[src/rtl/bpPkg.sv]
package bpPkg;
  typedef enum logic [1:0] {
    MODE_FIXED  = 2'b00,
    MODE_STATIC = 2'b01,
    MODE_HIST   = 2'b10,
    MODE_TWOBIT = 2'b11
  } modeT;

  typedef enum logic [1:0] {
    KIND_UNCOND  = 2'b00,
    KIND_COND    = 2'b01,
    KIND_LOOP    = 2'b10,
    KIND_CALLRET = 2'b11
  } kindT;

  typedef struct packed {
    logic wrEn;
    logic wrTaken;
    logic cntTotal;
    logic cntHit;
  } strobeT;
endpackage

[src/rtl/bpPolicy.sv]
module bpPolicy #(
  parameter int HIST_N = 3
) (
  input  logic [1:0]        mode,
  input  logic [1:0]        kind,
  input  logic [HIST_N-1:0] hist,
  input  logic [1:0]        state,
  output logic              pred
);
  import bpPkg::*;
  localparam int THR = (HIST_N + 1) / 2;
  localparam int CW  = $clog2(HIST_N + 1);

  logic [CW-1:0] ones;

  always_comb begin
    ones = '0;
    for (int i = 0; i < HIST_N; i++) ones = ones + CW'(hist[i]);
  end

  always_comb begin
    case (modeT'(mode))
      MODE_FIXED:  pred = 1'b0;
      MODE_STATIC: pred = (kindT'(kind) != KIND_COND);
      MODE_HIST:   pred = (int'(ones) >= THR);
      default:     pred = state[1];
    endcase
  end
endmodule

[src/rtl/bpCtrl.sv]
module bpCtrl #(
  parameter int PC_W    = 32,
  parameter int IDX_W   = 4,
  parameter int ALIGN_W = 2
) (
  input  logic              clk,
  input  logic              rstN,
  input  logic [PC_W-1:0]   lkPc,
  input  logic              upValid,
  input  logic [PC_W-1:0]   upPc,
  input  logic              upTaken,
  input  logic              upPredCur,
  output logic [IDX_W-1:0]  lkIdx,
  output logic [IDX_W-1:0]  upIdx,
  output bpPkg::strobeT     strobe
);
  assign lkIdx = lkPc[ALIGN_W +: IDX_W];
  assign upIdx = upPc[ALIGN_W +: IDX_W];

  always_comb begin
    strobe.wrEn     = upValid;
    strobe.wrTaken  = upTaken;
    strobe.cntTotal = upValid;
    strobe.cntHit   = upValid && (upPredCur == upTaken);
  end

  AST_HIT_NEEDS_UPD: assert property (@(posedge clk) disable iff (!rstN)
    strobe.cntHit |-> strobe.cntTotal);
endmodule

[src/rtl/bpTable.sv]
module bpTable #(
  parameter int IDX_W  = 4,
  parameter int HIST_N = 3,
  parameter int CNT_W  = 16
) (
  input  logic              clk,
  input  logic              rstN,
  input  bpPkg::strobeT     strobe,
  input  logic [IDX_W-1:0]  lkIdx,
  input  logic [IDX_W-1:0]  upIdx,
  output logic [HIST_N-1:0] lkHist,
  output logic [1:0]        lkState,
  output logic [HIST_N-1:0] upHist,
  output logic [1:0]        upState,
  output logic [CNT_W-1:0]  hitCnt,
  output logic [CNT_W-1:0]  totalCnt
);
  localparam int ENTRIES = 1 << IDX_W;

  logic [HIST_N-1:0] histQ  [ENTRIES];
  logic [1:0]        stateQ [ENTRIES];

  for (genvar e = 0; e < ENTRIES; e++) begin : gEntry
    logic sel;
    assign sel = strobe.wrEn && (upIdx == IDX_W'(e));
    always_ff @(posedge clk) begin
      if (!rstN) begin
        histQ[e]  <= '0;
        stateQ[e] <= 2'b01;
      end else if (sel) begin
        histQ[e] <= {histQ[e], strobe.wrTaken};
        if (strobe.wrTaken)
          stateQ[e] <= (stateQ[e] == 2'b11) ? 2'b11 : stateQ[e] + 2'b01;
        else
          stateQ[e] <= (stateQ[e] == 2'b00) ? 2'b00 : stateQ[e] - 2'b01;
      end
    end
  end

  assign lkHist  = histQ[lkIdx];
  assign lkState = stateQ[lkIdx];
  assign upHist  = histQ[upIdx];
  assign upState = stateQ[upIdx];

  always_ff @(posedge clk) begin
    if (!rstN) begin
      hitCnt   <= '0;
      totalCnt <= '0;
    end else begin
      if (strobe.cntTotal) totalCnt <= totalCnt + 1'b1;
      if (strobe.cntHit)   hitCnt   <= hitCnt + 1'b1;
    end
  end

  AST_HIST_SHIFT: assert property (@(posedge clk) disable iff (!rstN)
    strobe.wrEn |=> histQ[$past(upIdx)][0] == $past(strobe.wrTaken));
  AST_SAT_HIGH: assert property (@(posedge clk) disable iff (!rstN)
    (strobe.wrEn && strobe.wrTaken && upState == 2'b11) |=> stateQ[$past(upIdx)] == 2'b11);
  AST_SAT_LOW: assert property (@(posedge clk) disable iff (!rstN)
    (strobe.wrEn && !strobe.wrTaken && upState == 2'b00) |=> stateQ[$past(upIdx)] == 2'b00);
  AST_TOTAL_STEP: assert property (@(posedge clk) disable iff (!rstN)
    strobe.cntTotal |=> totalCnt == CNT_W'($past(totalCnt) + 1'b1));
  AST_HIT_HOLD: assert property (@(posedge clk) disable iff (!rstN)
    !strobe.cntHit |=> $stable(hitCnt));
endmodule

[src/rtl/brPredictor.sv]
module brPredictor #(
  parameter int PC_W    = 32,
  parameter int IDX_W   = 4,
  parameter int ALIGN_W = 2,
  parameter int HIST_N  = 3,
  parameter int CNT_W   = 16
) (
  input  logic             clk,
  input  logic             rstN,
  input  logic [1:0]       mode,
  input  logic [PC_W-1:0]  lkPc,
  input  logic [1:0]       lkKind,
  output logic             predTaken,
  input  logic             upValid,
  input  logic [PC_W-1:0]  upPc,
  input  logic [1:0]       upKind,
  input  logic             upTaken,
  output logic [CNT_W-1:0] hitCnt,
  output logic [CNT_W-1:0] totalCnt
);
  import bpPkg::*;

  strobeT            strobe;
  logic [IDX_W-1:0]  lkIdx, upIdx;
  logic [HIST_N-1:0] lkHist, upHist;
  logic [1:0]        lkState, upState;
  logic              upPredCur;

  bpCtrl #(.PC_W(PC_W), .IDX_W(IDX_W), .ALIGN_W(ALIGN_W)) uCtrl (
    .clk(clk), .rstN(rstN), .lkPc(lkPc), .upValid(upValid), .upPc(upPc),
    .upTaken(upTaken), .upPredCur(upPredCur), .lkIdx(lkIdx), .upIdx(upIdx),
    .strobe(strobe));

  bpTable #(.IDX_W(IDX_W), .HIST_N(HIST_N), .CNT_W(CNT_W)) uTable (
    .clk(clk), .rstN(rstN), .strobe(strobe), .lkIdx(lkIdx), .upIdx(upIdx),
    .lkHist(lkHist), .lkState(lkState), .upHist(upHist), .upState(upState),
    .hitCnt(hitCnt), .totalCnt(totalCnt));

  bpPolicy #(.HIST_N(HIST_N)) uLkPolicy (
    .mode(mode), .kind(lkKind), .hist(lkHist), .state(lkState), .pred(predTaken));

  bpPolicy #(.HIST_N(HIST_N)) uUpPolicy (
    .mode(mode), .kind(upKind), .hist(upHist), .state(upState), .pred(upPredCur));

  AST_FIXED_NT: assert property (@(posedge clk) disable iff (!rstN)
    (mode == 2'b00) |-> !predTaken);
  AST_STATIC_KIND: assert property (@(posedge clk) disable iff (!rstN)
    (mode == 2'b01) |-> predTaken == (lkKind != 2'b01));
  AST_TWOBIT_DIR: assert property (@(posedge clk) disable iff (!rstN)
    (mode == 2'b11) |-> predTaken == lkState[1]);
endmodule

[config.mk]
export PLATFORM = sky130hd
export DESIGN_NAME = brPredictor
export DESIGN_NICKNAME = d
export VERILOG_FILES = /design/src/rtl/bpPkg.sv /design/src/rtl/bpPolicy.sv /design/src/rtl/bpCtrl.sv /design/src/rtl/bpTable.sv /design/src/rtl/brPredictor.sv
export SDC_FILE = /design/constraint.sdc
export NUM_CORES = 1
export LEC_CHECK = 0
export BUFFER_PORTS_ARGS = -buffer_cell sky130_fd_sc_hd__buf_2
export CAP_MARGIN = 10
export CORE_ASPECT_RATIO = 1.25
export CORE_UTILIZATION = 50
export DETAILED_ROUTE_END_ITERATION = 8
export HOLD_SLACK_MARGIN = 0.1
export PLACE_DENSITY = 0.82
export SETUP_SLACK_MARGIN = 0.05
export SYNTH_ARGS = -nofsm -noshare
export SYNTH_HDL_FRONTEND = slang
export SYNTH_SLANG_ARGS = --single-unit
export TNS_END_PERCENT = 20
[constraint.sdc]
create_clock -name clk -period 8.4 [get_ports clk]
set_input_delay 0.84 -clock clk [delete_from_list [all_inputs] [get_ports clk]]
set_output_delay 0.84 -clock clk [all_outputs]
set_load 0.005 [all_outputs]
==> flow_metrics.env, run 1 <==
export IMPL_seq_area_frac_synth_pct=45.1
export IMPL_syn_cell_area_um2=6740
export IMPL_grt_total_usage_pct=22.3
export IMPL_cellLeakagePower_nw=2.87
export IMPL_worst_slack_ns=4.15
export IMPL_layoutNonFillerInstCount=823
export IMPL_part_of_the_power_in_registers_pct=54.4
export IMPL_global_route_overflow_total=0
export IMPL_final_period_utilization_pct=50.6
export IMPL_setup_worst_path_end_class="flip-flop"
export IMPL_sequential_cell_area_um2=3040
export IMPL_finalHoldViolations=0
export IMPL_area_delta_synth_final_pct=6.51
export IMPL_postSynthNetCount=707
export IMPL_synth_enable_flop_cells=80
export IMPL_pwr_density_cell_nw_per_um2=160
export IMPL_result_of_the_run="finished, final reports clean"
export IMPL_reg2reg_slack_ns=4.72
export IMPL_max_vdd_drop_uv=99.6
export IMPL_antenna_diode_count=0
export IMPL_grt_pass1_vias=4954
export IMPL_routed_wl_mm=14.9
export IMPL_flip_flop_cell_with_the_highest_count_after_synthesis="edfxtp_1"
export IMPL_max_buffers_root_to_sink=2
export IMPL_critPathSlowestCell="o311a_1"
export IMPL_finalSetupViolations=0
export IMPL_share_of_post_route_cells_with_drive_strength_above_1_pct=20.6
export IMPL_vias=5033
export IMPL_tritoncts_num_buffers=9
export IMPL_initial_utilization_pct=51.2
export IMPL_number_of_gates_resized_after_cts=0
export IMPL_multiInputGateArea_um2=3330
export IMPL_hold_path_class="reg2reg"
export IMPL_placement_io_buffers=50
export IMPL_regToRegStartpoint="uTable.histQ[12][0]$_SDFFCE_PN0P_"
export IMPL_combPwrFrac_pct=11.6
export IMPL_arrival_ns=4.53
export IMPL_max_cap_viol=0
export IMPL_core_um2=13200
export IMPL_synthesis_yosys_warnings=0
export IMPL_syn_area_per_cell_um2=10.7
export IMPL_clock_latency_ns=0.35
export IMPL_die_h_um=132
export IMPL_report_final_slew_viol_count=0
export IMPL_crit_path_max_fanout=21
export IMPL_clk_transition_reported_paths_ns=0.07
export IMPL_clockRootBuffer="clkbuf_16"
export IMPL_die_area_um2=14000
export IMPL_first_pass_iters=5
export IMPL_critPathRequiredTime_ns=8.68
export IMPL_ant_nets=0
export IMPL_grt_max_degree=125
export IMPL_share_clk_of_total_power_pct=33.9
export IMPL_finalClockSkew_ns=0.00804
export IMPL_critPathLaunchType="input port"
export IMPL_grt_pass1_wl_mm=24.4
export IMPL_place_area_um2=6920
export IMPL_postCtsSetupRepairBufs=0
export IMPL_post_place_cells=807
export IMPL_tns_ns=0
export IMPL_drc_markers=0
export IMPL_timing_max_slew_rel_slack_pct=31.4
export IMPL_viasPerCell=6.12
export IMPL_number_of_antenna_violations_at_the_first_check_in_global_routing=0
export IMPL_final_area_um2=7180
export IMPL_netlist_cell_type_count=56
export IMPL_post_dp_hpwl_mm=10.5
export IMPL_crit_path_to="uTable.hitCnt[15]$_SDFFE_PN0P_"
export IMPL_tritoncts="done"
export IMPL_worstRegToRegCells=8
export IMPL_post_drt_wl_per_cell_um=18.1
export IMPL_class_of_the_most_critical_setup_path="in2reg"
export IMPL_minimum_period_implied_by_the_final_worst_setup_slack_ns=4.25
export IMPL_sw_frac_of_total_pct=24.3
export IMPL_worst_path_largest_cell_delay_ns=0.78
export IMPL_finalWeightedCongestion=0.874
export IMPL_ys_async_sr_fraction_pct=0
export IMPL_launch_point_of_the_critical_path="upPc[2]"
export IMPL_internal_power_mw=0.868
export IMPL_ys_seq_elements=112
export IMPL_numClockSinks=112
export IMPL_synthesis_instances=629
export IMPL_final_layout_net_count=725
export IMPL_fin_total_pwr_mw=1.15
export IMPL_pin_count=107
export IMPL_drt_iter0_drc=426
export IMPL_setup_repair_after_global_routing_missed_its_margin="false"
export IMPL_max_freq_ghz=0.235
export IMPL_list_of_cells_traversed_by_the_critical_path="buf_2 -> mux4_2 -> mux4_2 -> ha_1 -> o31ai_2 -> a2111oi_2 -> o311a_1 -> mux2i_1 -> mux2i_1"
export IMPL_place_worst_setup_slack_ns=3.78
export IMPL_fillers=1135
export IMPL_p_sw_mw=0.279
export IMPL_crit_reg2reg_capture="uTable.hitCnt[15]$_SDFFE_PN0P_"
export IMPL_worstMarginPinSlew_ns=1.03
export IMPL_num_rows=47
export IMPL_die_w_um=106
export IMPL_cts_hold_buf=0
export IMPL_htree_levels=3
through the flow:
| step | utilization, % | hold WS [ns] |
|---|---|---|
| finish | 54.5 | 0.489 |
| global route | 54.5 | 0.512 |
| CTS | 54.5 | 0.492 |
| detailed placement | 52.6 | 0.483 |
| global placement | 52.6 | 0.455 |
| floorplan | - | 0.462 |
cells in the final DEF (no fill, tap or decap), types with 2 or more instances in the layout:
| cell | Yosys | routed |
|---|---|---|
| buf_2 | 4 | 50 |
| nand2b_1 | 8 | 8 |
| and3_1 | 36 | 36 |
| and4_1 | 2 | 2 |
| nand2_1 | 108 | 108 |
| or2b_2 | 7 | 7 |
| and3_2 | 5 | 5 |
| or2b_1 | 2 | 2 |
| nand3_1 | 15 | 15 |
| ha_1 | 4 | 4 |
| nor3_1 | 7 | 7 |
| mux2i_1 | 39 | 39 |
| edfxtp_1 | 80 | 80 |
| a21boi_0 | 4 | 4 |
| and2_1 | 22 | 22 |
| or2_2 | 14 | 14 |
| a21oi_1 | 16 | 16 |
| clkbuf_16 | 0 | 9 |
| maj3_1 | 14 | 14 |
| nor2b_1 | 3 | 3 |
| a211oi_1 | 2 | 2 |
| mux2_2 | 3 | 3 |
| buf_4 | 1 | 2 |
| clkbuf_1 | 26 | 3 |
| mux4_2 | 34 | 34 |
| o21ai_0 | 30 | 30 |
| nand4_1 | 10 | 10 |
| nand3b_1 | 2 | 2 |
| xor2_1 | 2 | 2 |
| inv_1 | 18 | 18 |
| nor2_1 | 34 | 34 |
| or3_1 | 4 | 4 |
| xnor2_1 | 10 | 10 |
| dfxtp_1 | 32 | 32 |
per-layer routing:
layer	global-route usage [%]	wire [um]	vias up
li1	-	-	2316
met1	26.6	5700	2466
met2	37.8	7750	212
met3	4.25	915	39
met4	12.0	527	0
met5	0	0	-
final cells by class:
| class | instances | area share (%) |
|---|---|---|
| Inverter | 18 | 0.941 |
| Clock buffer | 12 | 3.29 |
| Clock inverter | 4 | 0.314 |
| Sequential cell | 112 | 42.4 |
| Tap cell | 171 | 2.98 |
| Timing Repair Buffer | 52 | 3.69 |
| Multi-Input combinational cell | 454 | 46.4 |
power by group through the flow:
stage | Combinational (mW) | Clock, mW | Sequential, mW
floorplan | 0.113 | 0 | 0.628
global placement | 0.127 | 0 | 0.633
detailed placement | 0.132 | 0 | 0.636
CTS | 0.133 | 0.395 | 0.624
global route | 0.145 | 0.416 | 0.625
finish | 0.134 | 0.389 | 0.624
worst max-delay path: cells and delay by family:
family                   cells  cell delay (ns)
multiplexers                 4             1.64
adder cells (fa/ha/maj)      1             0.31
AO/OA/AOI/OAI                3             1.28
buffers and inverters        1             0.44
cells in the mapped netlist (3+ instances only):
library cell	number	area, um^2
xnor2_1	10	87.6
a21boi_0	4	30.0
nand4_1	10	62.6
and3_1	36	225
a21oi_1	16	80.1
inv_1	18	67.6
o21ai_0	30	150
nand2_1	108	405
or2_2	14	87.6
mux2i_1	39	390
or2b_2	7	61.3
nor3_1	7	35.0
mux2_2	3	33.8
nor2b_1	3	18.8
clkbuf_1	26	97.6
edfxtp_1	80	2400
mux4_2	34	766
maj3_1	14	140
or3_1	4	25.0
and3_2	5	37.5
nand2b_1	8	50.1
buf_6	6	67.6
clkbuf_8	3	41.3
and2_1	22	138
nor2_1	34	128
ha_1	4	50.1
nand3_1	15	75.1
buf_2	4	20.0
dfxtp_1	32	641
cell families after synthesis:
logic type	Yosys count	synth area share, %
simple gates	287	21.7
fa+ha+maj	18	2.82
compound gates	60	5.36
mux	77	18.0
buf+inv	63	5.44
flops	112	45.1
xor+xnor	12	1.56
flip-flops by register name, indices dropped and copies added (netlist names):
| name | flops |
|---|---|
| uTable.hitCnt | 16 |
| uTable.histQ | 48 |
| uTable.stateQ | 32 |
| uTable.totalCnt | 16 |
worst min path at each step:
stage / slack, ns / end / from / depth (start not counted)
floorplan: 0.46 / uTable.hitCnt[15]$_SDFFE_PN0P_ / uTable.hitCnt[15]$_SDFFE_PN0P_ / 2
global placement: 0.45 / uTable.hitCnt[15]$_SDFFE_PN0P_ / uTable.hitCnt[15]$_SDFFE_PN0P_ / 2
detailed placement: 0.48 / uTable.hitCnt[13]$_SDFFE_PN0P_ / uTable.hitCnt[13]$_SDFFE_PN0P_ / 2
global route: 0.51 / uTable.hitCnt[13]$_SDFFE_PN0P_ / uTable.hitCnt[13]$_SDFFE_PN0P_ / 2
CTS: 0.49 / uTable.hitCnt[13]$_SDFFE_PN0P_ / uTable.hitCnt[13]$_SDFFE_PN0P_ / 2
finish: 0.49 / uTable.hitCnt[13]$_SDFFE_PN0P_ / uTable.hitCnt[13]$_SDFFE_PN0P_ / 2
Note: power is estimated with default switching activity, not from simulation.
==> inputs of run 2 (changes only) <==
--- a/config.mk
+++ b/config.mk
@@ -5,13 +5,14 @@
 export SDC_FILE = /design/constraint.sdc
 export NUM_CORES = 1
 export LEC_CHECK = 0
+export ABC_AREA = 1
 export BUFFER_PORTS_ARGS = -buffer_cell sky130_fd_sc_hd__buf_2
 export CAP_MARGIN = 10
 export CORE_ASPECT_RATIO = 1.25
 export CORE_UTILIZATION = 50
 export DETAILED_ROUTE_END_ITERATION = 8
 export HOLD_SLACK_MARGIN = 0.1
-export PLACE_DENSITY = 0.82
+export PLACE_DENSITY = 0.85
 export SETUP_SLACK_MARGIN = 0.05
 export SYNTH_ARGS = -nofsm -noshare
 export SYNTH_HDL_FRONTEND = slang
==> constraint.sdc (replaced) <==
create_clock -name clk -period 3.87 [get_ports clk]
set_input_delay 0.387 -clock clk [delete_from_list [all_inputs] [get_ports clk]]
set_output_delay 0.387 -clock clk [all_outputs]
set_load 0.005 [all_outputs]
==> run 2 against run 1 <==
Effect of this change: combinational power is 120% higher; hold slack barely moved; count of clock-buffer cells in the layout fell by 2; critical path depth up 7; critical endpoint is now uTable.hitCnt[5]$_SDFFE_PN0P_; highest routed layer unchanged.
==> flow_metrics.env, run 2 <==
export IMPL_initial_utilization_pct=51.0
export IMPL_timing_max_slew_rel_slack_pct=47.3
export IMPL_critPathRequiredTime_ns=4.16
export IMPL_setup_repair_after_global_routing_missed_its_margin="false"
export IMPL_arrival_ns=3.30
export IMPL_htree_levels=3
export IMPL_number_of_flip_flops_in_the_largest_register=48
export IMPL_clock_latency_ns=0.36
export IMPL_hold_path_class="in2reg"
export IMPL_die_area_um2=13400
export IMPL_share_of_post_route_cells_with_drive_strength_above_1_pct=9.91
export IMPL_tritoncts_num_buffers=9
export IMPL_report_final_slew_viol_count=0
export IMPL_cell_occurring_most_often_along_the_worst_timing_path="nand2_1"
export IMPL_place_area_um2=6820
export IMPL_max_buffers_root_to_sink=2
export IMPL_postSynthNetCount=927
export IMPL_number_of_gates_resized_after_cts=0
export IMPL_synth_top_cell_by_area="edfxtp_1"
export IMPL_worst_path_buf_inv=3
export IMPL_worst_slack_ns=0.860
export IMPL_tritoncts="done"
export IMPL_finalClockSkew_ns=0.0101
export IMPL_class_of_the_most_critical_setup_path="in2reg"
export IMPL_drc_markers=0
export IMPL_grt_max_degree=35
export IMPL_postCtsSetupRepairBufs=0
export IMPL_final_period_utilization_pct=77.8
export IMPL_result_of_the_run="finished, final reports clean"
export IMPL_post_dp_hpwl_mm=11.7
export IMPL_ant_nets=0
export IMPL_list_of_cells_traversed_by_the_critical_path="buf_2 -> inv_4 -> nand2_2 -> inv_1 -> a22oi_1 -> a21oi_1 -> or4_1 -> ha_1 -> nand2_1 -> o21bai_1 -> nand2_1 -> nand2_2 -> nand3_4 -> nand3_4 -> nand2_1 -> a21oi_1"
export IMPL_dr_wl_met2_mm=7.86
export IMPL_maxUsedRoutingLayer="met4"
export IMPL_finalHoldViolations=0
export IMPL_largest_registers="uTable.histQ (48), uTable.stateQ (32)"
export IMPL_die_h_um=129
export IMPL_largest_register="uTable.histQ"
export IMPL_synth_enable_flop_cells=80
export IMPL_pin_count=107
export IMPL_final_area_um2=7130
export IMPL_netlist_top_cells_area="edfxtp_1, dfxtp_1, inv_1, nor2_1, nand2_1"
export IMPL_syn_area_per_cell_um2=7.61
export IMPL_antenna_diode_count=0
export IMPL_ys_seq_elements=112
export IMPL_crit_path_max_fanout=18
export IMPL_grt_pass1_wl_mm=26.2
export IMPL_finalWeightedCongestion=1.01
export IMPL_core_um2=12700
export IMPL_max_cap_viol=0
export IMPL_critPathSlowestCell="or4_1"
export IMPL_layout_commonest_cell="inv_1"
export IMPL_num_rows=46
export IMPL_synthesis_instances=849
export IMPL_pwr_density_cell_nw_per_um2=364
export IMPL_post_drt_wl_per_cell_um=15.1
export IMPL_fillers=1199
export IMPL_finalSetupViolations=0
export IMPL_die_w_um=104
export IMPL_clockRootBuffer="clkbuf_16"
export IMPL_wl_met3_um=998
export IMPL_grt_pass1_vias=5629
export IMPL_place_worst_setup_slack_ns=0.515
export IMPL_mostFrequentLayoutCells="inv_1, nor2_1, nand2_1, a21oi_1, edfxtp_1"
export IMPL_max_freq_ghz=0.332
export IMPL_worst_path_largest_cell_delay_ns=0.55
export IMPL_global_route_overflow_total=0
export IMPL_viasPerCell=5.62
export IMPL_worstMarginPinSlew_ns=0.789
export IMPL_synth_commonest_cells="inv_1, nor2_1, nand2_1, a21oi_1, edfxtp_1"
export IMPL_cts_hold_buf=0
export IMPL_minimum_period_implied_by_the_final_worst_setup_slack_ns=3.01
export IMPL_cellLeakagePower_nw=3.01
export IMPL_wirelength_met1_mm=6.49
export IMPL_tns_ns=0
export IMPL_critical_path_top_delay_family="simple AND/OR/NAND/NOR gates"
export IMPL_seq_area_frac_synth_pct=47.1
export IMPL_flip_flop_cell_with_the_highest_count_after_synthesis="edfxtp_1"
export IMPL_synthesis_yosys_warnings=0
export IMPL_setup_worst_path_end_class="flip-flop"
export IMPL_numClockSinks=112
export IMPL_clk_transition_reported_paths_ns=0.08
export IMPL_routed_wl_mm=16.0
export IMPL_area_delta_synth_final_pct=10.4
export IMPL_synthDominantCellAreaShare_pct=37.2
export IMPL_syn_cell_area_um2=6460
export IMPL_post_place_cells=1040
export IMPL_layoutNonFillerInstCount=1056
export IMPL_ys_async_sr_fraction_pct=0
export IMPL_first_pass_iters=5
export IMPL_vias=5934
export IMPL_number_of_antenna_violations_at_the_first_check_in_global_routing=0
export IMPL_netlist_cell_type_count=38
export IMPL_critPathLaunchType="input port"
export IMPL_hold_ws_ns=0.489
export IMPL_grt_total_usage_pct=24.6
export IMPL_final_layout_net_count=961
export IMPL_drt_iter0_drc=428
export IMPL_placement_io_buffers=50
export IMPL_leading_cell_type_by_number_of_instances_after_synthesis="inv_1"
export IMPL_max_vdd_drop_uv=271
[run 2: layout make-up]
cell class                 count  area [um^2]  area share, %
clock buffer                  10          250           3.51
clock inverter                 6         60.1          0.842
inverter                     141          532           7.46
multi-input combinational    560         2720           38.1
sequential                   112         3040           42.7
tap                          168          210           2.95
timing repair buffer          59          318           4.46
[run 2: worst paths after layout]
check,depth (start not counted),slack (ns),from,endpoint
worst max-delay path,16,0.86,upPc[2],uTable.hitCnt[5]$_SDFFE_PN0P_
worst min-delay path,3,0.49,rstN,uTable.totalCnt[12]$_SDFFE_PN0P_
worst min register to register,2,0.49,uTable.hitCnt[13]$_SDFFE_PN0P_,uTable.hitCnt[13]$_SDFFE_PN0P_
worst max register to register,12,1.12,uTable.histQ[5][2]$_SDFFCE_PN0P_,uTable.hitCnt[5]$_SDFFE_PN0P_
[run 2: cells by family after synthesis]
logic type	count (synthesis)	synth area share, %
adder cells (fa/ha/maj)	4	0.775
buffers and inverters	177	10.8
AND/OR/NAND/NOR	342	22.8
flip-flops	112	47.1
XOR/XNOR	14	1.90
AO/OA/AOI/OAI	200	16.6
[run 2: where the power goes]
part           switching, mW  internal [mW]  leakage, nW
Combinational          0.202         0.0871         1.83
Sequential            0.0245           1.32         1.03
Clock                  0.475          0.491        0.152
Total                  0.701           1.90         3.01
[run 2: per-layer routing]
metal,track usage [%],vias to the layer above
met5,0,-
met4,12.7,0
met3,3.72,49
met2,43.5,235
met1,29.4,2770
li1,-,2880
[run 2: worst reg2reg max path: cells and delay by family, from the launching register on]
kind            cells  cell delay (ns)
flops               1             0.44
fa+ha+maj           1             0.30
compound gates      4             0.56
simple gates        7             1.38
[run 2: through the flow]
step / utilization [%] / power (mW)
after floorplan: - / 1.57
after global placement: 53.9 / 1.65
after global routing: 56.3 / 2.69
after CTS: 56.3 / 2.60
final: 56.3 / 2.60
after detailed placement: 53.9 / 1.65
==> inputs of run 3 (changes only) <==
--- a/config.mk
+++ b/config.mk
@@ -12,7 +12,7 @@
 export CORE_UTILIZATION = 50
 export DETAILED_ROUTE_END_ITERATION = 8
 export HOLD_SLACK_MARGIN = 0.1
-export PLACE_DENSITY = 0.85
+export PLACE_DENSITY = 0.82
 export SETUP_SLACK_MARGIN = 0.05
 export SYNTH_ARGS = -nofsm -noshare
 export SYNTH_HDL_FRONTEND = slang
==> constraint.sdc (replaced) <==
create_clock -name clk -period 2.82 [get_ports clk]
set_input_delay 0.282 -clock clk [delete_from_list [all_inputs] [get_ports clk]]
set_output_delay 0.282 -clock clk [all_outputs]
set_load 0.005 [all_outputs]
==> run 3 against run 2 <==
Effect of this change: sequential cell count unchanged; global-route usage rose by 0.81 points; clock power rose by 39%; sequential share of layout area fell by 0.92 points; critical path depth shrank 3; sequential power is 37% higher; first-iteration DRC count grew 1.6%; hold slack got worse by 0.21 ns; final cell count up 1.8%; clock skew up 0.0013 ns; wire length up 2.8%; critical endpoint is now uTable.hitCnt[9]$_SDFFE_PN0P_; largest power group unchanged; highest routed layer unchanged.
==> flow_metrics.env, run 3 (same netlist as run 2, synthesis figures left out) <==
export IMPL_critPathRequiredTime_ns=3.12
export IMPL_arrival_ns=2.94
export IMPL_number_of_flip_flops_in_the_largest_register=48
export IMPL_setup_worst_path_end_class="flip-flop"
export IMPL_post_dp_hpwl_mm=12.1
export IMPL_post_place_cells=1059
export IMPL_numClockSinks=112
export IMPL_die_area_um2=13400
export IMPL_cell_occurring_most_often_along_the_worst_timing_path="nand2_1"
export IMPL_max_vdd_drop_uv=303
export IMPL_final_period_utilization_pct=93.6
export IMPL_viasPerCell=5.50
export IMPL_critPathLaunchType="flip-flop"
export IMPL_class_of_the_most_critical_setup_path="reg2reg"
export IMPL_vias=5915
export IMPL_die_w_um=104
export IMPL_tritoncts="done"
export IMPL_placement_io_buffers=50
export IMPL_hp_start="upValid"
export IMPL_htree_levels=3
export IMPL_area_delta_synth_final_pct=12.8
export IMPL_finalClockSkew_ns=0.0115
export IMPL_grt_total_usage_pct=25.4
export IMPL_critPathSlowestCell="or4_1"
export IMPL_largest_registers="uTable.histQ (48), uTable.stateQ (32)"
export IMPL_layout_core_utilization_pct=57.6
export IMPL_hold_path_class="in2reg"
export IMPL_post_drt_wl_per_cell_um=15.3
export IMPL_report_final_slew_viol_count=0
export IMPL_mostFrequentLayoutCells="inv_1, nor2_1, nand2_1, a21oi_1, edfxtp_1"
export IMPL_list_of_cells_traversed_by_the_critical_path="a22oi_1 -> a21oi_1 -> or4_1 -> ha_1 -> nand2_1 -> o21bai_2 -> nand2_1 -> nand2_2 -> nand3_4 -> buf_4 -> nand3b_1 -> nand2_1 -> a21oi_1"
export IMPL_clock_latency_ns=0.37
export IMPL_num_rows=46
export IMPL_worst_path_largest_cell_delay_ns=0.48
export IMPL_internal_power_mw=2.67
export IMPL_grt_max_degree=47
export IMPL_drt_iter0_drc=435
export IMPL_core_um2=12700
export IMPL_grt_pass1_vias=5696
export IMPL_crit_reg2reg_capture="uTable.hitCnt[9]$_SDFFE_PN0P_"
export IMPL_timing_max_slew_rel_slack_pct=52.3
export IMPL_first_pass_iters=5
export IMPL_sw_frac_of_total_pct=26.1
export IMPL_layout_commonest_cell="inv_1"
export IMPL_tritoncts_num_buffers=9
export IMPL_clockRootBuffer="clkbuf_16"
export IMPL_crit_path_max_fanout=13
export IMPL_number_of_antenna_violations_at_the_first_check_in_global_routing=0
export IMPL_initial_utilization_pct=51.0
export IMPL_routed_wl_mm=16.4
export IMPL_finalWeightedCongestion=0.961
export IMPL_ant_nets=0
export IMPL_combPwrFrac_pct=11.8
export IMPL_final_layout_net_count=980
export IMPL_max_buffers_root_to_sink=2
export IMPL_worstMarginPinSlew_ns=0.712
export IMPL_pwr_density_cell_nw_per_um2=496
export IMPL_share_of_post_route_cells_with_drive_strength_above_1_pct=11.9
export IMPL_max_freq_ghz=0.379
export IMPL_finalSetupViolations=0
export IMPL_tns_ns=0
export IMPL_largest_register="uTable.histQ"
export IMPL_layoutNonFillerInstCount=1075
export IMPL_pin_count=107
export IMPL_result_of_the_run="finished, final reports clean"
export IMPL_p_sw_mw=0.944
export IMPL_hold_ws_ns=0.280
export IMPL_setup_repair_after_global_routing_missed_its_margin="false"
export IMPL_global_route_overflow_total=0
export IMPL_part_of_the_power_in_registers_pct=51.0
export IMPL_drc_markers=0
export IMPL_reg2reg_slack_ns=0.18
export IMPL_share_clk_of_total_power_pct=37.2
export IMPL_finalHoldViolations=0
export IMPL_worstRegToRegCells=13
export IMPL_grt_pass1_wl_mm=26.7
export IMPL_crit_path_to="uTable.hitCnt[9]$_SDFFE_PN0P_"
export IMPL_cellLeakagePower_nw=3.11
export IMPL_fillers=1172
export IMPL_launch_point_of_the_critical_path="uTable.histQ[9][2]$_SDFFCE_PN0P_"
export IMPL_minimum_period_implied_by_the_final_worst_setup_slack_ns=2.64
export IMPL_clk_transition_reported_paths_ns=0.08
export IMPL_regToRegStartpoint="uTable.histQ[9][2]$_SDFFCE_PN0P_"
export IMPL_max_cap_viol=0
export IMPL_antenna_diode_count=0
export IMPL_postCtsSetupRepairBufs=0
export IMPL_die_h_um=129
==> run 3: power by group through the flow <==
stage,logic [mW],registers (mW),clock network (mW)
6_report,0.428,1.84,1.34
5_1_grt,0.475,1.85,1.42
4_1_cts,0.418,1.84,1.36
3_5_place_dp,0.417,1.88,0
3_3_place_gp,0.407,1.88,0
2_1_floorplan,0.284,1.87,0
==> run 3: critical path: cells and delay by family (launching register included) <==
kind | cells | cell delay (ns)
and+or+nand+nor | 7 | 1.00
AOI/OAI and AO/OA | 4 | 0.64
DFF | 1 | 0.43
adders and majority gates | 1 | 0.29
buffers and inverters | 1 | 0.21
==> run 3: final cells by class <==
| type | count | area [um^2] | share of cell area, % |
|---|---|---|---|
| Clock buffer | 11 | 275 | 3.78 |
| Inverter | 141 | 532 | 7.30 |
| Multi-Input combinational cell | 560 | 2720 | 37.3 |
| Clock inverter | 5 | 42.5 | 0.584 |
| Tap cell | 168 | 210 | 2.88 |
| Timing Repair Buffer | 78 | 464 | 6.37 |
| Sequential cell | 112 | 3040 | 41.8 |
==> run 3: repair_timing <==
action                     in CTS  in global routing
hold buffers                    0                  0
setup endpoints to repair       0                 16
resized for setup               0                  2
==> run 3: worst min path at each step <==
| stage | to | slack [ns] | cells past startpoint |
|---|---|---|---|
| after floorplan | uTable.totalCnt[15]$_SDFFE_PN0P_ | 0.46 | 2 |
| after global routing | uTable.totalCnt[1]$_SDFFE_PN0P_ | 0.30 | 4 |
| after global placement | uTable.totalCnt[15]$_SDFFE_PN0P_ | 0.45 | 2 |
| final | uTable.totalCnt[1]$_SDFFE_PN0P_ | 0.28 | 4 |
| after detailed placement | uTable.hitCnt[13]$_SDFFE_PN0P_ | 0.47 | 2 |
| after CTS | uTable.totalCnt[1]$_SDFFE_PN0P_ | 0.27 | 4 |
==> run 3: per-stage QoR <==
stage | worst slack (ns) | instance area, um^2 | power (mW)
floorplan | 0.0934 | 6460 | 2.15
global placement | -0.00242 | 6960 | 2.28
detailed placement | -0.0931 | 6960 | 2.30
CTS | 0.133 | 7280 | 3.62
global route | 0.0536 | 7290 | 3.75
finish | 0.181 | 7290 | 3.61
==> run 3: metal layers <==
metal  GRT usage, %  share of wire (%)
met2           44.7                 49
met5              0                  0
met3           5.53                7.8
met1           29.5                 40
met4           13.1                3.4
